## src/rtl/bts_pkg.sv

```systemverilog
package bts_pkg;

    localparam int SEL_W     = 10;
    localparam int SB_KERN   = 0;
    localparam int SB_USER   = 1;
    localparam int SB_COND   = 2;
    localparam int SB_RCALL  = 3;
    localparam int SB_ICALL  = 4;
    localparam int SB_RET    = 5;
    localparam int SB_IJMP   = 6;
    localparam int SB_RJMP   = 7;
    localparam int SB_FAR    = 8;
    localparam int SB_CHAIN  = 9;

    typedef enum logic [2:0] {
        BK_COND  = 3'd0,
        BK_RJMP  = 3'd1,
        BK_IJMP  = 3'd2,
        BK_RCALL = 3'd3,
        BK_ICALL = 3'd4,
        BK_RET   = 3'd5,
        BK_FAR   = 3'd6,
        BK_NONE  = 3'd7
    } br_kind_e;

    typedef enum logic [1:0] {
        ACT_IDLE = 2'd0,
        ACT_PUSH = 2'd1,
        ACT_POP  = 2'd2
    } stk_act_e;

endpackage

```

## src/rtl/bts_filter.sv

```systemverilog
module bts_filter
    import bts_pkg::*;
(
    input  logic             clk,
    input  logic             rst_n,
    input  logic [SEL_W-1:0] sel,
    input  logic             br_valid,
    input  logic [2:0]       br_kind,
    input  logic             br_user,
    input  logic             freeze,
    input  logic             irq_freeze,
    output stk_act_e         act
);

    br_kind_e kind;
    logic     kind_supp;
    logic     priv_supp;
    logic     chain_mode;
    logic     halted;
    logic     take;
    logic     is_call;
    logic     is_ret;
    logic     is_flow;

    always_comb begin
        kind = br_kind_e'(br_kind);
        case (kind)
            BK_COND:  kind_supp = sel[SB_COND];
            BK_RJMP:  kind_supp = sel[SB_RJMP];
            BK_IJMP:  kind_supp = sel[SB_IJMP];
            BK_RCALL: kind_supp = sel[SB_RCALL];
            BK_ICALL: kind_supp = sel[SB_ICALL];
            BK_RET:   kind_supp = sel[SB_RET];
            BK_FAR:   kind_supp = sel[SB_FAR];
            default:  kind_supp = 1'b1;
        endcase
        priv_supp  = br_user ? sel[SB_USER] : sel[SB_KERN];
        chain_mode = sel[SB_CHAIN];
        // interrupt hold is ignored in call-chain mode to keep the chain balanced
        halted     = freeze | (irq_freeze & ~chain_mode);
        take       = br_valid & ~halted & ~kind_supp & ~priv_supp;
        is_call    = (kind == BK_RCALL) | (kind == BK_ICALL);
        is_ret     = (kind == BK_RET);
        is_flow    = (kind == BK_COND) | (kind == BK_RJMP) | (kind == BK_IJMP) | (kind == BK_FAR);

        act = ACT_IDLE;
        if (take) begin
            if (chain_mode) begin
                if (is_call) begin
                    act = ACT_PUSH;
                end else if (is_ret) begin
                    act = ACT_POP;
                end
            end else begin
                act = ACT_PUSH;
            end
        end
    end

    AST_HOLD_IDLE: assert property (@(posedge clk) disable iff (!rst_n)
        freeze |-> act == ACT_IDLE);
    AST_CHAIN_FLOW_DROP: assert property (@(posedge clk) disable iff (!rst_n)
        (sel[SB_CHAIN] && is_flow) |-> act == ACT_IDLE);
    AST_RING_NO_POP: assert property (@(posedge clk) disable iff (!rst_n)
        !sel[SB_CHAIN] |-> act != ACT_POP);

endmodule

```

## src/rtl/bts_pointer.sv

```systemverilog
module bts_pointer
    import bts_pkg::*;
#(
    parameter  int DEPTH = 16,
    localparam int IW    = $clog2(DEPTH),
    localparam int CW    = $clog2(DEPTH + 1)
) (
    input  logic          clk,
    input  logic          rst_n,
    input  stk_act_e      act,
    output logic [IW-1:0] top_o,
    output logic [CW-1:0] cnt_o,
    output logic          wr_en,
    output logic [IW-1:0] wr_idx,
    output logic          clr_en,
    output logic [IW-1:0] clr_idx
);

    localparam logic [IW-1:0] LAST = IW'(DEPTH - 1);
    localparam logic [CW-1:0] FULL = CW'(DEPTH);

    typedef struct packed {
        logic [IW-1:0] top;
        logic [CW-1:0] cnt;
    } ptr_t;

    ptr_t st_d;
    ptr_t st_q;

    always_comb begin
        st_d    = st_q;
        wr_en   = 1'b0;
        wr_idx  = st_q.top;
        clr_en  = 1'b0;
        clr_idx = st_q.top;
        case (act)
            ACT_PUSH: begin
                st_d.top = (st_q.top == LAST) ? '0 : st_q.top + IW'(1);
                if (st_q.cnt != FULL) begin
                    st_d.cnt = st_q.cnt + CW'(1);
                end
                wr_en  = 1'b1;
                wr_idx = st_d.top;
            end
            ACT_POP: begin
                if (st_q.cnt != '0) begin
                    clr_en   = 1'b1;
                    st_d.top = (st_q.top == '0) ? LAST : st_q.top - IW'(1);
                    st_d.cnt = st_q.cnt - CW'(1);
                end
            end
            default: ;
        endcase
    end

    always_ff @(posedge clk) begin
        if (!rst_n) begin
            st_q.top <= LAST;
            st_q.cnt <= '0;
        end else begin
            st_q <= st_d;
        end
    end

    assign top_o = st_q.top;
    assign cnt_o = st_q.cnt;

    AST_COUNT_LIMIT: assert property (@(posedge clk) disable iff (!rst_n)
        st_q.cnt <= FULL);
    AST_PUSH_STEP: assert property (@(posedge clk) disable iff (!rst_n)
        act == ACT_PUSH |=> st_q.top == (($past(st_q.top) == LAST) ? '0 : $past(st_q.top) + IW'(1)));
    AST_POP_STEP: assert property (@(posedge clk) disable iff (!rst_n)
        (act == ACT_POP && st_q.cnt != '0) |=> st_q.cnt == $past(st_q.cnt) - CW'(1));
    AST_POP_EMPTY: assert property (@(posedge clk) disable iff (!rst_n)
        (act == ACT_POP && st_q.cnt == '0) |=> ($stable(st_q.top) && st_q.cnt == '0));

endmodule

```

## src/rtl/bts_entries.sv

```systemverilog
module bts_entries #(
    parameter  int AW    = 32,
    parameter  int DEPTH = 16,
    localparam int IW    = $clog2(DEPTH)
) (
    input  logic          clk,
    input  logic          rst_n,
    input  logic          wr_en,
    input  logic [IW-1:0] wr_idx,
    input  logic [AW-1:0] wr_from,
    input  logic [AW-1:0] wr_to,
    input  logic          clr_en,
    input  logic [IW-1:0] clr_idx,
    input  logic [IW-1:0] rd_idx,
    output logic [AW-1:0] rd_from,
    output logic [AW-1:0] rd_to,
    output logic          rd_vld
);

    typedef struct packed {
        logic [AW-1:0] from_a;
        logic [AW-1:0] to_a;
        logic          vld;
    } ent_t;

    ent_t ent_view [DEPTH];
    ent_t rd_d;
    ent_t rd_q;

    for (genvar g = 0; g < DEPTH; g++) begin : g_ent
        ent_t e_d;
        ent_t e_q;

        always_comb begin
            e_d = e_q;
            if (wr_en && wr_idx == IW'(g)) begin
                e_d.from_a = wr_from;
                e_d.to_a   = wr_to;
                e_d.vld    = 1'b1;
            end else if (clr_en && clr_idx == IW'(g)) begin
                e_d.vld = 1'b0;
            end
        end

        always_ff @(posedge clk) begin
            if (!rst_n) begin
                e_q <= '0;
            end else begin
                e_q <= e_d;
            end
        end

        assign ent_view[g] = e_q;
    end

    always_comb begin
        rd_d = ent_view[rd_idx];
    end

    always_ff @(posedge clk) begin
        if (!rst_n) begin
            rd_q <= '0;
        end else begin
            rd_q <= rd_d;
        end
    end

    assign rd_from = rd_q.from_a;
    assign rd_to   = rd_q.to_a;
    assign rd_vld  = rd_q.vld;

    AST_WRITE_LANDS: assert property (@(posedge clk) disable iff (!rst_n)
        wr_en |=> (ent_view[$past(wr_idx)].vld && ent_view[$past(wr_idx)].from_a == $past(wr_from)));
    AST_CLEAR_LANDS: assert property (@(posedge clk) disable iff (!rst_n)
        (clr_en && !wr_en) |=> !ent_view[$past(clr_idx)].vld);

endmodule

```

## src/rtl/branch_trail_stack.sv

```systemverilog
module branch_trail_stack
    import bts_pkg::*;
#(
    parameter int AW    = 32,
    parameter int DEPTH = 16
) (
    input  logic                       clk,
    input  logic                       rst_n,
    input  logic                       br_valid,
    input  logic [AW-1:0]              br_from,
    input  logic [AW-1:0]              br_to,
    input  logic [2:0]                 br_kind,
    input  logic                       br_user,
    input  logic                       sel_we,
    input  logic [9:0]                 sel_wdata,
    input  logic                       freeze,
    input  logic                       irq_freeze,
    input  logic [$clog2(DEPTH)-1:0]   rd_idx,
    output logic [AW-1:0]              rd_from,
    output logic [AW-1:0]              rd_to,
    output logic                       rd_vld,
    output logic [$clog2(DEPTH)-1:0]   top_idx,
    output logic [$clog2(DEPTH+1)-1:0] rec_count
);

    localparam int IW = $clog2(DEPTH);

    logic [SEL_W-1:0] sel_d;
    logic [SEL_W-1:0] sel_q;
    stk_act_e         act;
    logic             wr_en;
    logic [IW-1:0]    wr_idx;
    logic             clr_en;
    logic [IW-1:0]    clr_idx;

    always_comb begin
        sel_d = sel_q;
        if (sel_we) begin
            sel_d = sel_wdata;
        end
    end

    always_ff @(posedge clk) begin
        if (!rst_n) begin
            sel_q <= '0;
        end else begin
            sel_q <= sel_d;
        end
    end

    bts_filter u_filter (
        .clk        (clk),
        .rst_n      (rst_n),
        .sel        (sel_q),
        .br_valid   (br_valid),
        .br_kind    (br_kind),
        .br_user    (br_user),
        .freeze     (freeze),
        .irq_freeze (irq_freeze),
        .act        (act)
    );

    bts_pointer #(.DEPTH(DEPTH)) u_ptr (
        .clk     (clk),
        .rst_n   (rst_n),
        .act     (act),
        .top_o   (top_idx),
        .cnt_o   (rec_count),
        .wr_en   (wr_en),
        .wr_idx  (wr_idx),
        .clr_en  (clr_en),
        .clr_idx (clr_idx)
    );

    bts_entries #(.AW(AW), .DEPTH(DEPTH)) u_ent (
        .clk     (clk),
        .rst_n   (rst_n),
        .wr_en   (wr_en),
        .wr_idx  (wr_idx),
        .wr_from (br_from),
        .wr_to   (br_to),
        .clr_en  (clr_en),
        .clr_idx (clr_idx),
        .rd_idx  (rd_idx),
        .rd_from (rd_from),
        .rd_to   (rd_to),
        .rd_vld  (rd_vld)
    );

    AST_FREEZE_HOLD: assert property (@(posedge clk) disable iff (!rst_n)
        freeze |=> ($stable(top_idx) && $stable(rec_count)));
    AST_IRQ_HOLD_RING: assert property (@(posedge clk) disable iff (!rst_n)
        (irq_freeze && !sel_q[SB_CHAIN]) |=> ($stable(top_idx) && $stable(rec_count)));
    AST_CHAIN_RET_POPS: assert property (@(posedge clk) disable iff (!rst_n)
        (sel_q[SB_CHAIN] && br_valid && br_kind == 3'd5 && !freeze && !sel_q[SB_RET]
         && !(br_user ? sel_q[SB_USER] : sel_q[SB_KERN]) && rec_count != '0)
        |=> rec_count == $past(rec_count) - 1'b1);

endmodule

```

## config.mk

```make
export PLATFORM = sky130hd
export DESIGN_NAME = branch_trail_stack
export DESIGN_NICKNAME = d
export VERILOG_FILES = /design/src/rtl/bts_pkg.sv /design/src/rtl/bts_filter.sv /design/src/rtl/bts_pointer.sv /design/src/rtl/bts_entries.sv /design/src/rtl/branch_trail_stack.sv
export SDC_FILE = /design/constraint.sdc
export NUM_CORES = 2
export LEC_CHECK = 0
export BUFFER_PORTS_ARGS = -buffer_cell sky130_fd_sc_hd__buf_2
export CAP_MARGIN = 15
export CORE_MARGIN = 2
export CORE_UTILIZATION = 62
export DETAILED_ROUTE_END_ITERATION = 10
export GPL_TIMING_DRIVEN = 0
export PLACE_DENSITY = 0.83
export SLEW_MARGIN = 20
export SYNTH_ARGS = -nofsm -noshare
export SYNTH_HDL_FRONTEND = slang
export SYNTH_SLANG_ARGS = --single-unit
```

## constraint.sdc

```tcl
create_clock -name clk -period 4.56 [get_ports clk]
set_input_delay 0.456 -clock clk [delete_from_list [all_inputs] [get_ports clk]]
set_output_delay 0.456 -clock clk [all_outputs]
set_load 0.05 [all_outputs]
```

==> flow_summary.yaml <==
timing:
  fmax_mhz: 225
  tightest_slew_ns: 1.35
  whs_ns: 0.0126
  rsz0062_at_grt: "false"
  post-route-min-period_ns: 4.44
  hold_violations: 0
  skew_ns: 0.0383
  drv_slew: 0
  relSlewSlack_pct: 9.71
  period_share_pct: 97.4
  finalSetupTns_ns: 0
  worst_slack_ns: 0.119
  setup_viol: 0
drt:
  vias: 42500
  drtIter0Drc: 6519
  drt_wl_total_mm: 171
  drc: 0
  routedWlPerCell_um: 27.6
  ant_nets: 0
  vias_per_cell: 6.87
  dr.pass1.iters: 10
yosys:
  ys.flop_type: "dfxtp_1"
  postSynthCellCount: 4787
  yosys_warnings: 0
  syn_area_sq_um: 48400
  synth_edf_count: 0
  syn_avg_cell_area_sq_um: 10.1
  ys_types: 60
  syn_nets: 4885
  ys_async_sr_fraction_pct: 0
  yosysSeqAreaShare_pct: 46.5
  ys_ff_latch: 1124
setup_path:
  path_max_fanout: 15
  end_kind: "flop"
  crit_path_start_kind: "flop"
  crit_required_ns: 5.18
  worstSetupPathType: "reg2reg"
  arrival_ns: 5.06
  timing.rr.start: "sel_q[8]$_SDFFE_PN0P_"
  critPathLaunch: "sel_q[8]$_SDFFE_PN0P_"
finish:
  layout_common_cells: "1124 x dfxtp_1, 973 x mux2i_1, 868 x nand2_1"
  fin_util_pct: 70.1
  final_common_cell: "dfxtp_1"
  instances_no_fill: 6190
  drive_gt1_share_pct: 14.2
  seqCellArea_sq_um: 22500
  n_fill_cell: 5639
  stdcell_area_sq_um: 54200
  multi_input_area_sq_um: 23800
  area_growth_syn_to_layout_pct: 12.0
  nets: 5151
placement:
  dpl_cell_area_sq_um: 50500
  port_buffers: 155
  dp.cells: 5983
  place_congestion: 0.977
  hpwl_mm: 113
  dp_slack_ns: 0.0843
pwr:
  power_mw: 20.6
  p_leak_nw: 22.5
  ir_worst_vdd_v: 0.000379
  powerDensity_nw_per_um2: 380
cts:
  clk_latency_ns: 0.72
  cts_buffers: 108
  htree_levels: 3
  path_clk_slew_ns: 0.06
  cts_root_buf: "clkbuf_16"
  clkSinkCount: 1124
  cts.hold.buffers_added: 0
  cts.path.max_buffers: 3
  cts_tree: "yes"
global_routing:
  grt_max_degree: 16
  grt_use_total_pct: 41.3
  grt_pass1_wl_mm: 252
  grt_overflow_total: 0
  antenna_found_initial: 20
  grt_pass1_vias: 41800
floorplan:
  start_util_pct: 62.6
  die_w_um: 283
  core_region_area_sq_um: 77300
  ioPinCount: 162
  rows: 102
  dieArea_sq_um: 80300
  die_h_um: 283
job:
  maxCapViolCount: 0
run_status:
  status: "finished, final reports clean"
hold_path:
  min_from: "sel_wdata[0]"
  hp-class: "in2reg"
-- worst max-delay path, stage by stage, from the launching register on --
cell      delay (ns)
dfxtp_1         0.31
o21ai_0         0.18
o311ai_0        0.17
a211oi_1        0.44
nand4_1         0.16
ha_1            0.31
nand2_1         0.22
mux2i_2         0.56
buf_6           0.34
clkbuf_1        0.88
buf_2           0.45
nand3_1         0.16
a21oi_1         0.17
-- Yosys cell counts (all sizes together) (4+ instances only) --
cell | count | share of area (%)
a211oi | 5 | 0.078
a21oi | 314 | 3.2
buf | 167 | 1.7
clkbuf | 331 | 2.6
dfxtp | 1124 | 46
ha | 9 | 0.23
inv | 11 | 0.085
mux2i | 974 | 20
mux4 | 218 | 10
nand2 | 868 | 6.7
nand2b | 5 | 0.065
nand3 | 262 | 2.7
nand3b | 4 | 0.062
nor2 | 25 | 0.19
o211ai | 8 | 0.12
o21a | 8 | 0.12
o21ai | 341 | 3.5
o22ai | 65 | 0.84
-- sequential cells by signal, summed over array words and instances (netlist names) --
register and cells:
u_ent.ent_view 1040, u_ent.rd_from 32, u_ent.rd_to 32, sel_q 10, u_ptr.cnt_o 5, u_ptr.clr_idx 4, u_ent.rd_vld 1
-- what timing repair did --
action / CTS / global route
gates resized for setup: 0 / 0
buffers inserted: 0 / 0
setup endpoints to repair: 0 / 1
-- where the power goes --
group | total (mW) | switching (mW) | internal [mW]
sequential | 9.88 | 0.0227 | 9.86
clock | 9.28 | 4.01 | 5.27
combinational | 1.42 | 1.10 | 0.326
-- kinds of logic after synthesis --
logic type	share of synthesized area, %
compound gates	8.33
xor+xnor	0.0543
fa+ha+maj	0.274
buf+inv	4.44
flops	46.5
mux	30.3
simple gates	10.1
-- path summary, 6_finish.rpt --
kind	to	slack [ns]	depth (start not counted)
min reg2reg	u_ent.ent_view[796]$_SDFFE_PN0P_	0.46	2
max	u_ent.ent_view[269]$_SDFFE_PN0P_	0.12	12
min	sel_q[0]$_SDFFE_PN0P_	0.01	3
max reg2reg	u_ent.ent_view[269]$_SDFFE_PN0P_	0.12	12
-- routing by layer --
| layer | GRT usage (%) | share of wire (%) |
|---|---|---|
| met5 | 0 | 0.061 |
| met4 | 29.5 | 8.5 |
| met3 | 14.7 | 14 |
| met2 | 61.1 | 43 |
| met1 | 50.1 | 34 |
-- cell type report --
type / count / area share, %
multi-input combinational: 3154 / 43.9
buffer: 497 / 3.91
timing repair buffer: 157 / 1.47
antenna: 13 / 0.0600
sequential: 1124 / 41.5
inverter: 11 / 0.0762
clock inverter: 29 / 0.644
clock buffer: 165 / 6.08
tap: 1040 / 2.40
Note: power is estimated with default switching activity, not from simulation.
